$ cat src/rtl/idr_pkg.sv
package idr_pkg;

    localparam int ADDR_W        = 8;
    localparam int DATA_W        = 8;
    localparam int BANK_W        = 2;
    localparam int REG_NUM_W     = 3;
    localparam int BIT_POS_W     = 3;
    localparam logic [ADDR_W-1:0] BIT_BYTE_BASE = 8'h20;
    localparam logic [DATA_W-1:0] ERR_READ_VAL  = 8'hFF;

    typedef enum logic [1:0] {
        K_DIRECT   = 2'b00,
        K_INDIRECT = 2'b01,
        K_REGISTER = 2'b10,
        K_BIT      = 2'b11
    } acc_kind_e;

    typedef enum logic [1:0] {
        T_NONE = 2'b00,
        T_RAM  = 2'b01,
        T_SFR  = 2'b10
    } tgt_e;

    typedef struct packed {
        tgt_e                  tgt;
        logic [ADDR_W-1:0]     idx;
        logic [BIT_POS_W-1:0]  bitpos;
    } decode_t;

endpackage

$ cat src/rtl/idr_decode.sv
module idr_decode
    import idr_pkg::*;
#(
    parameter bit EXTENDED = 1'b1
) (
    input  acc_kind_e               kind,
    input  logic [ADDR_W-1:0]       addr,
    input  logic [BANK_W-1:0]       bank,
    output decode_t                 dec
);

    localparam int HI = ADDR_W - 1;

    logic upper_half;
    assign upper_half = addr[HI];

    always_comb begin
        dec.tgt    = T_RAM;
        dec.idx    = addr;
        dec.bitpos = addr[BIT_POS_W-1:0];
        unique case (kind)
            K_DIRECT: begin
                dec.tgt = upper_half ? T_SFR : T_RAM;
            end
            K_INDIRECT: begin
                if (upper_half) begin
                    dec.tgt = EXTENDED ? T_RAM : T_NONE;
                end
            end
            K_REGISTER: begin
                dec.idx = ADDR_W'({bank, addr[REG_NUM_W-1:0]});
            end
            K_BIT: begin
                if (upper_half) begin
                    dec.tgt = T_SFR;
                    dec.idx = {addr[HI:BIT_POS_W], {BIT_POS_W{1'b0}}};
                end else begin
                    dec.idx = BIT_BYTE_BASE + ADDR_W'(addr[HI-1:BIT_POS_W]);
                end
            end
        endcase
    end

    // a low bit address must land inside the sixteen-byte bit area
    always_comb begin
        if (kind == K_BIT && !upper_half) begin
            p_bit_window_r6: assert (dec.idx >= BIT_BYTE_BASE &&
                                     dec.idx <  BIT_BYTE_BASE + 8'd16);
        end
    end

endmodule

$ cat src/rtl/idr_ram.sv
module idr_ram #(
    parameter int DEPTH  = 256,
    parameter int DATA_W = 8
) (
    input  logic                       clk,
    input  logic                       re,
    input  logic                       we,
    input  logic [$clog2(DEPTH)-1:0]   addr,
    input  logic [DATA_W-1:0]          wdata,
    output logic [DATA_W-1:0]          q
);

    logic [DATA_W-1:0] mem [DEPTH];

    always_ff @(posedge clk) begin
        if (we) begin
            mem[addr] <= wdata;
        end
        if (re) begin
            q <= mem[addr];
        end
    end

endmodule

$ cat src/rtl/idr_ctrl.sv
module idr_ctrl
    import idr_pkg::*;
(
    input  logic                  clk,
    input  logic                  rst_n,
    input  logic                  req_valid,
    input  acc_kind_e             req_kind,
    input  logic                  req_write,
    input  logic [DATA_W-1:0]     req_wdata,
    input  decode_t               dec,
    input  logic [DATA_W-1:0]     ram_q,
    input  logic [DATA_W-1:0]     sfr_rdata,
    output logic                  busy,
    output logic                  rsp_valid,
    output logic [DATA_W-1:0]     rsp_data,
    output logic                  rsp_err,
    output tgt_e                  tgt_sel,
    output logic [ADDR_W-1:0]     phys_index,
    output logic                  ram_re,
    output logic                  ram_we,
    output logic [DATA_W-1:0]     ram_wdata,
    output logic                  sfr_rd,
    output logic                  sfr_wr,
    output logic [DATA_W-1:0]     sfr_wdata
);

    typedef enum logic [1:0] {
        S_IDLE   = 2'b00,
        S_ACCESS = 2'b01,
        S_MERGE  = 2'b10,
        S_DONE   = 2'b11
    } state_e;

    state_e state, state_nx;

    acc_kind_e             kind_q;
    logic                  wr_q;
    tgt_e                  tgt_q;
    logic [ADDR_W-1:0]     idx_q;
    logic [BIT_POS_W-1:0]  bitpos_q;
    logic [DATA_W-1:0]     wdata_q;

    logic                  is_bit;
    logic [DATA_W-1:0]     rdata;
    logic [DATA_W-1:0]     merged;
    logic [DATA_W-1:0]     bit_mask;

    assign is_bit   = (kind_q == K_BIT);
    assign rdata    = (tgt_q == T_SFR) ? sfr_rdata : ram_q;
    assign bit_mask = DATA_W'(1) << bitpos_q;
    assign merged   = wdata_q[0] ? (rdata | bit_mask) : (rdata & ~bit_mask);

    // state register
    always_ff @(posedge clk or negedge rst_n) begin
        if (!rst_n) begin
            state <= S_IDLE;
        end else begin
            state <= state_nx;
        end
    end

    // transitions: accept, finish, modify, writeback, retire
    always_comb begin
        state_nx = state;
        unique case (state)
            S_IDLE:   if (req_valid) state_nx = S_ACCESS;
            S_ACCESS: state_nx = (is_bit && wr_q) ? S_MERGE : S_DONE;
            S_MERGE:  state_nx = S_DONE;
            S_DONE:   state_nx = S_IDLE;
        endcase
    end

    // request capture on accept
    always_ff @(posedge clk or negedge rst_n) begin
        if (!rst_n) begin
            kind_q   <= K_DIRECT;
            wr_q     <= 1'b0;
            tgt_q    <= T_NONE;
            idx_q    <= '0;
            bitpos_q <= '0;
            wdata_q  <= '0;
        end else if (state == S_IDLE && req_valid) begin
            kind_q   <= req_kind;
            wr_q     <= req_write;
            tgt_q    <= dec.tgt;
            idx_q    <= dec.idx;
            bitpos_q <= dec.bitpos;
            wdata_q  <= req_wdata;
        end
    end

    // outputs
    always_comb begin
        busy       = (state != S_IDLE);
        tgt_sel    = tgt_q;
        phys_index = idx_q;
        rsp_valid  = 1'b0;
        rsp_data   = '0;
        rsp_err    = 1'b0;
        ram_re     = 1'b0;
        ram_we     = 1'b0;
        sfr_rd     = 1'b0;
        sfr_wr     = 1'b0;
        ram_wdata  = wdata_q;
        sfr_wdata  = wdata_q;
        unique case (state)
            S_IDLE: begin
            end
            S_ACCESS: begin
                if (tgt_q == T_RAM) begin
                    ram_re = !wr_q || is_bit;
                    ram_we = wr_q && !is_bit;
                end else if (tgt_q == T_SFR) begin
                    sfr_rd = !wr_q || is_bit;
                    sfr_wr = wr_q && !is_bit;
                end
            end
            S_MERGE: begin
                ram_wdata = merged;
                sfr_wdata = merged;
                ram_we    = (tgt_q == T_RAM);
                sfr_wr    = (tgt_q == T_SFR);
            end
            S_DONE: begin
                rsp_valid = 1'b1;
                rsp_err   = (tgt_q == T_NONE);
                if (tgt_q == T_NONE) begin
                    rsp_data = ERR_READ_VAL;
                end else if (wr_q) begin
                    rsp_data = '0;
                end else if (is_bit) begin
                    rsp_data = DATA_W'(rdata[bitpos_q]);
                end else begin
                    rsp_data = rdata;
                end
            end
        endcase
    end

    // never drive both storage ports in one cycle
    p_one_target_r2: assert property (@(posedge clk) disable iff (!rst_n)
        !((ram_re || ram_we) && (sfr_rd || sfr_wr)));

    // the register port is never reached through indirection
    p_no_indirect_sfr_r3: assert property (@(posedge clk) disable iff (!rst_n)
        (sfr_rd || sfr_wr) |-> (kind_q != K_INDIRECT));

    // an access without a target leaves both ports quiet
    p_err_quiet_r4: assert property (@(posedge clk) disable iff (!rst_n)
        (state != S_IDLE && tgt_q == T_NONE) |-> !(ram_re || ram_we || sfr_rd || sfr_wr));

    // write-back follows a read of the same byte
    p_merge_after_read_r8: assert property (@(posedge clk) disable iff (!rst_n)
        (state == S_MERGE) |-> $past(ram_re || sfr_rd));

    // write-back alters at most one bit
    p_single_bit_r8: assert property (@(posedge clk) disable iff (!rst_n)
        (state == S_MERGE) |-> ($countones(merged ^ rdata) <= 1));

    // the response strobe lasts one cycle
    p_rsp_pulse_r10: assert property (@(posedge clk) disable iff (!rst_n)
        rsp_valid |=> !rsp_valid);

    // busy falls only after a response
    p_busy_release_r10: assert property (@(posedge clk) disable iff (!rst_n)
        $fell(busy) |-> $past(rsp_valid));

endmodule

$ cat src/rtl/idata_resolver.sv
module idata_resolver
    import idr_pkg::*;
#(
    parameter bit EXTENDED = 1'b1
) (
    input  logic          clk,
    input  logic          rst_n,
    input  logic          req_valid,
    input  logic [1:0]    req_kind,
    input  logic          req_write,
    input  logic [7:0]    req_addr,
    input  logic [7:0]    req_wdata,
    input  logic [1:0]    bank_sel,
    output logic          busy,
    output logic          rsp_valid,
    output logic [7:0]    rsp_data,
    output logic          rsp_err,
    output logic [1:0]    tgt_sel,
    output logic [7:0]    phys_index,
    output logic [7:0]    sfr_addr,
    output logic          sfr_rd,
    output logic          sfr_wr,
    output logic [7:0]    sfr_wdata,
    input  logic [7:0]    sfr_rdata
);

    localparam int RAM_DEPTH = EXTENDED ? (1 << ADDR_W) : (1 << (ADDR_W - 1));
    localparam int RAM_AW    = $clog2(RAM_DEPTH);

    decode_t              dec;
    tgt_e                 tgt_int;
    logic                 ram_re;
    logic                 ram_we;
    logic [DATA_W-1:0]    ram_wdata;
    logic [DATA_W-1:0]    ram_q;
    logic [RAM_AW-1:0]    ram_addr;

    idr_decode #(
        .EXTENDED (EXTENDED)
    ) u_decode (
        .kind (acc_kind_e'(req_kind)),
        .addr (req_addr),
        .bank (bank_sel),
        .dec  (dec)
    );

    idr_ctrl u_ctrl (
        .clk        (clk),
        .rst_n      (rst_n),
        .req_valid  (req_valid),
        .req_kind   (acc_kind_e'(req_kind)),
        .req_write  (req_write),
        .req_wdata  (req_wdata),
        .dec        (dec),
        .ram_q      (ram_q),
        .sfr_rdata  (sfr_rdata),
        .busy       (busy),
        .rsp_valid  (rsp_valid),
        .rsp_data   (rsp_data),
        .rsp_err    (rsp_err),
        .tgt_sel    (tgt_int),
        .phys_index (phys_index),
        .ram_re     (ram_re),
        .ram_we     (ram_we),
        .ram_wdata  (ram_wdata),
        .sfr_rd     (sfr_rd),
        .sfr_wr     (sfr_wr),
        .sfr_wdata  (sfr_wdata)
    );

    assign tgt_sel  = tgt_int;
    assign sfr_addr = phys_index;
    assign ram_addr = phys_index[RAM_AW-1:0];

    idr_ram #(
        .DEPTH  (RAM_DEPTH),
        .DATA_W (DATA_W)
    ) u_ram (
        .clk   (clk),
        .re    (ram_re),
        .we    (ram_we),
        .addr  (ram_addr),
        .wdata (ram_wdata),
        .q     (ram_q)
    );

endmodule

$ cat config.mk
export PLATFORM = sky130hd
export DESIGN_NAME = idata_resolver
export DESIGN_NICKNAME = d
export VERILOG_FILES = /design/src/rtl/idr_pkg.sv /design/src/rtl/idr_decode.sv /design/src/rtl/idr_ram.sv /design/src/rtl/idr_ctrl.sv /design/src/rtl/idata_resolver.sv
export SDC_FILE = /design/constraint.sdc
export NUM_CORES = 2
export LEC_CHECK = 0
export CAP_MARGIN = 10
export CORE_ASPECT_RATIO = 1.2
export CORE_MARGIN = 2
export CORE_UTILIZATION = 56
export DETAILED_ROUTE_END_ITERATION = 10
export HOLD_SLACK_MARGIN = 0.02
export PLACE_DENSITY = 0.74
export SKIP_CTS_REPAIR_TIMING = 1
export SLEW_MARGIN = 30
export SYNTH_ARGS = -nofsm -noshare
export SYNTH_HDL_FRONTEND = slang
export SYNTH_SLANG_ARGS = --single-unit
$ cat constraint.sdc
create_clock -name clk -period 13.35 [get_ports clk]
set_input_delay 1.335 -clock clk [delete_from_list [all_inputs] [get_ports clk]]
set_output_delay 1.335 -clock clk [all_outputs]
set_load 0.005 [all_outputs]
* Yosys cells after proc, flatten, opt, wreduce, memory -nomap -nowiden
Memory sizes are Yosys's and may differ from the RTL's. A register that Yosys moved wholly into a read port is not among the register bits. Index checks and enable logic that the tools add are counted.
Storage, ports and cells: bits in registers 26, memory bits (writable) 2048, input port bits 32, output and inout port bits 39, logic and storage cells 64, memories kept 1
Memory list:
- u_ram.mem | words 256, width 8, read ports 1, clocked after Yosys merged registers in 1, write ports 1, RTL line idr_ram.sv:13 | logic [DATA_W-1:0] mem [DEPTH];
Cells by class: $add $sub $neg 1, order comparisons 1, equality and inequality tests 9, shift operators 1, mux-type cells 30, bitwise logic cells 3, reduce and logical (&&, ||, !) cells 11
Operator list (number):
- 8-bit 2-to-1 mux | 8
- 8-bit case mux with 2 select lines | 1
- 1-bit 2-to-1 mux | 14
- 2-bit equality test (second input constant) | 6
- 8-bit AND | 1
- 8-bit NOT | 1
- 8-bit OR | 1
- 2-bit case mux with 4 select lines | 1
- 1-bit by 3-bit left shift with 8-bit output (first input constant) | 1
- 6-bit by 4-bit adder with 7-bit output (first input constant) | 1
- 2-bit zero test | 3
- 2-bit 2-to-1 mux | 3
- 2-bit by 1-bit equality test with 1-bit output (second input constant) | 2
- 3-bit by 4-bit < comparator with 1-bit output (second input constant) | 1
- 1-bit case mux with 2 select lines | 2
- 1-bit binary-select mux with 3-bit select | 1
- 1-bit logical AND | 3
- 1-bit zero test | 2
- 2-bit inequality test (second input constant) | 1
- 2-bit nonzero test | 1
- 2-bit OR reduction | 1
- 1-bit logical OR | 1

* Longest topological paths before layout
depth after elaboration 8, gate-level depth with buffers 9, gate-level depth less buffers 6

* Modules after synthesis
From an unflattened synthesis, not the netlist that was laid out.
Unflattened totals: cells, all modules 3747, area, all modules 80516.0 um^2
Modules (own cells, without submodules):
- idr_ram | times used 1, cells each 3547, area each 78572.9 um^2, sequential area each 61739.2 um^2
- idr_ctrl | times used 1, cells each 164, area each 1686.6 um^2, sequential area each 650.6 um^2
- idr_decode | times used 1, cells each 28, area each 196.4 um^2, sequential area each 0.0 um^2
- idata_resolver | times used 1, cells each 8, area each 60.1 um^2, sequential area each 0.0 um^2

* Least setup slack after synthesis
Ideal clock, no wire load.
kind input to register, from input sfr_rdata[2], to memory u_ram.mem[0][2] (data pin), setup time 2.207 ns, arrival 11.579 ns, required time 11.143 ns, setup slack -0.436 ns, cell stages on the path 3, path buffers 0, cell sequence mux2_2 mux2i_1 o21ai_0
Between the ends: cells in the longest elaborated chain, start to end 4, elaborated cells on any way between the ends 5, those cells by class 3 x mux; 2 x bitwise
Ends and longest elaborated chain:
- start: declaration | RTL line idata_resolver.sv:24 | input logic [7:0] sfr_rdata
- 8-bit 2-to-1 mux * | RTL line idr_ctrl.sv:49 | assign rdata = (tgt_q == T_SFR) ? sfr_rdata : ram_q;
- 8-bit AND or 8-bit OR (tied branches) | RTL line idr_ctrl.sv:51 | assign merged = wdata_q[0] ? (rdata | bit_mask) : (rdata & ~bit_mask);
- 8-bit 2-to-1 mux * | RTL line idr_ctrl.sv:51
- 8-bit 2-to-1 mux *
- net sfr_wdata[2] | RTL line idata_resolver.sv:23 | output logic [7:0] sfr_wdata,
- end: declaration | RTL line idr_ram.sv:13
The timed path passes the listed nets; every way through them passes the cells marked *.

* Worst setup path after layout
from register u_ctrl.idx_q[1] (netlist: u_ctrl.phys_index[1]), to output phys_index[1]
RTL lines:
- start: declaration | RTL line idr_ctrl.sv:39 | logic [ADDR_W-1:0] idx_q;
- start signal: assignment | RTL line idr_ctrl.sv:86 | idx_q <= dec.idx;
- end: declaration | RTL line idata_resolver.sv:19 | output logic [7:0] phys_index,
No word-level cell between the ends.

==> metrics.md <==
| Metric | Value |
|---|---|
| Status | finished clean |
| FF+latch count, synth | 2,082 |
| Ys flop type | edfxtp_1 |
| Starting density of the core | 0.562 |
| Crit. End Element | output pin |
| Worst Tran Pin Value | around 1.1 ns |
| Critical Path Start Type | register |
| Worst clock skew | 0.0291 ns |
| Worst-path clk slew | around 0.070 ns |
| Synth Net Count | 3,748 |
| HP Class | reg -> reg |
| Drc violations | 0 |
| First DRT Iteration DRCs | 5,117 |
| TritonCTS buffer count | between 150 and 200 |
| Pins Over Slew Limit | 0 |
| I/O pin total | 71 |
| Worst path cell trace | buf_4 > buf_12 > clkdlybuf4s50_1 |
| Sum of negative setup slack | 0 ns |
| Area share of the largest cell type after synthesis | 0.771 |
| Routed WL | 192 mm |
| Post-DP HPWL | 110 mm |
| Worst skew pair latency | just over 0.8 ns |
| Crit path max-delay family | buffers and inverters |
| P per Cell Area | 225 nW/um^2 |
| First-pass GRT wire length | between 200 and 300 mm |
| Leak | 26.9 nW |
| WL/cell | between 30 and 40 um |
| Syn avg cell area | 21.6 um^2 |
| Post-Route Utilization | 0.625 |
| Final period utilization | 0.411 |
| H-tree levels | 4 |
| Row cnt | 152 |
| Hold Slack | 0.520 ns |
| Unrepaired setup endpoints after global routing | no |
| Vias per cell | roughly 6.7 |
| CTS max path bufs | 3 |
| GRT Total Usage | 0.266 |
| Core box area | 142,000 um^2 |
| Ranking of synthesized cells by area | edfxtp_1, mux4_2, a22oi_1 |
| Gr ovfl total | 0 |
| Final Hold Viols | 0 |
| Setup CP Type | reg -> out |
| Dominant cell by count in the synthesized netlist | edfxtp_1 |
| Critical path arrival | 4.15 ns |
| Root Driver | clkbuf_16 |
| Largest net degree at the start of global routing | 154 |
| Req. time, crit path | 12.02 ns |
| WP buf/inv | 3 |
| Die W | 349 um |
| Max IR drop VDD | 0.226 mV |
| Post-synth top cells | edfxtp_1, mux4_2, nor2_1 |
| EDFF count, synth | between 2,000 and 2,500 |
| DRT Pass-1 Iters | 6 |
| Min Tclk post-route | ~5.5 ns |
| Syn-to-layout area delta | 11.1% |
| Final nets | 3,837 |
| Slowest CP cell | dfrtp_4 |
| CP max stage delay | roughly 1.1 ns |
| Ys async rst share | 0.0125 |
| Register area share after synthesis | 0.779 |
| Initial antenna violation count | 3 |
| CTS sink cnt | 2,082 |
| Cell variety after synth | 38 |
| Routability cong. | 0.837 |
| Post-synthesis cell area | 80,100 um^2 |
| Final setup fails | 0 |
| CTS tree | yes |
| Slew headroom | 0.291 |
| Cells after Synth | 3,709 |
| Crit Path Max Fanout | approximately 140 |
| Max Freq | 182 MHz |
| Routed vias | 39,100 |
| Number of synthesis warnings | 0 |
| Die ar. | 146,000 um^2 |
| Vias in the first global route | 39,400 |
| Antenna Violating Nets Remaining | 0 |
| Port buffer count | 70 |
| Post-synth top area cell | edfxtp_1 |
| Max-Cap Viols | 0 |
| Die Ht | 418 um |
| Share of layout cells above drive strength 1 | 0.229 |
-- power breakdown --
group / internal (mW) / total, mW / switching, mW
clock network: 2.90 / 5.21 / 2.31
registers: 8.82 / 8.99 / 0.174
logic: 1.84 / 5.83 / 3.99
total: 13.6 / 20.0 / 6.47
-- worst register-to-register path: cells and delay by family (launching register included) --
family | cells | cell delay, ns
compound gates | 3 | 1.35
mux | 1 | 0.69
simple gates | 1 | 0.14
flops | 1 | 0.77
buf+inv | 4 | 1.91
-- final timing paths --
kind	startpoint	endpoint	slack, ns	cells past startpoint
setup / recovery	u_ctrl.phys_index[1]	phys_index[1]	7.87	3
hold / removal	u_ctrl.wdata_q[5]	u_ctrl.wdata_q[5]	0.52	1
setup reg to reg	u_ctrl.phys_index[0]	u_ram.q[7]	8.17	9
hold reg to reg	u_ctrl.wdata_q[5]	u_ctrl.wdata_q[5]	0.52	1
max in group asynchronous	rst_n	u_ctrl.phys_index[0]	12.00	2
min in group asynchronous	rst_n	u_ctrl.wdata_q[0]	0.93	2
-- state kept, by name, summed over array words and instances, names as in the netlist --
name / cells
u_ctrl.kind_q: 2
u_ram.mem: 2048
u_ctrl.wdata_q: 8
u_ram.q: 8
u_ctrl.wr_q: 1
u_ctrl.phys_index: 8
u_ctrl.tgt_sel: 2
u_ctrl.bitpos_q: 3
u_ctrl.state: 2
-- cell type report --
cell class / instances / area, um^2
Sequential cell: 2082 / 62400
Fill cell: 9197 / 53400
Multi-Input combinational cell: 1376 / 17000
Clock buffer: 233 / 4880
Tap cell: 1848 / 2310
Timing Repair Buffer: 147 / 1450
Clock inverter: 101 / 951
Inverter: 10 / 37.5
Antenna cell: 7 / 17.5
-- placed cells by master (no fill, tap or decap), types with 8 or more instances in the layout --
cell type	instances
nand2_1	26
clkinvlp_4	10
clkdlybuf4s50_1	70
nor2_1	265
a21oi_1	131
nor2b_1	8
clkbuf_16	186
o41ai_2	15
inv_1	10
mux2i_1	8
clkinv_1	43
buf_12	9
clkbuf_1	42
o41ai_1	17
nand4_1	9
mux4_2	514
nand3b_1	11
edfxtp_1	2056
dfrtp_1	24
a22oi_1	260
mux2_2	16
nand3_1	13
bufinv_16	16
buf_4	61
clkinv_2	21
o21ai_0	24
-- routing by layer --
| layer | routed length [um] | GRT usage | share of wire |
|---|---|---|---|
| met2 | 95000 | 0.428 | 0.49 |
| met4 | 9110 | 0.116 | 0.047 |
| met1 | 70200 | 0.357 | 0.36 |
| met5 | 48 | 0 | 0.00025 |
| met3 | 18000 | 0.0557 | 0.094 |
-- logic make-up (layout without fill, tap and decap cells) --
kind of cell | after synthesis | count (layout) | share of synthesized area
AND/OR/NAND/NOR | 368 | 368 | 0.0194
multiplexers | 541 | 541 | 0.148
other | 0 | 7 | 0
adder cells (fa/ha/maj) | 7 | 7 | 0.00109
flip-flops | 2082 | 2082 | 0.779
buffers and inverters | 251 | 491 | 0.0139
AO/OA/AOI/OAI | 460 | 460 | 0.0387
-- per-stage QoR --
step                cells  instance area, um^2  setup slack (ns)  power [mW]
finish               5804                89000              7.87        20.0
global placement     5461                83000              7.65        14.7
detailed placement   5461                83100              7.91        14.9
floorplan            3709                80100             0.270        12.9
CTS                  5795                88900              7.74        20.0
global route         5797                89000              7.67        20.6
No activity file was read; power rests on OpenSTA's default activity.
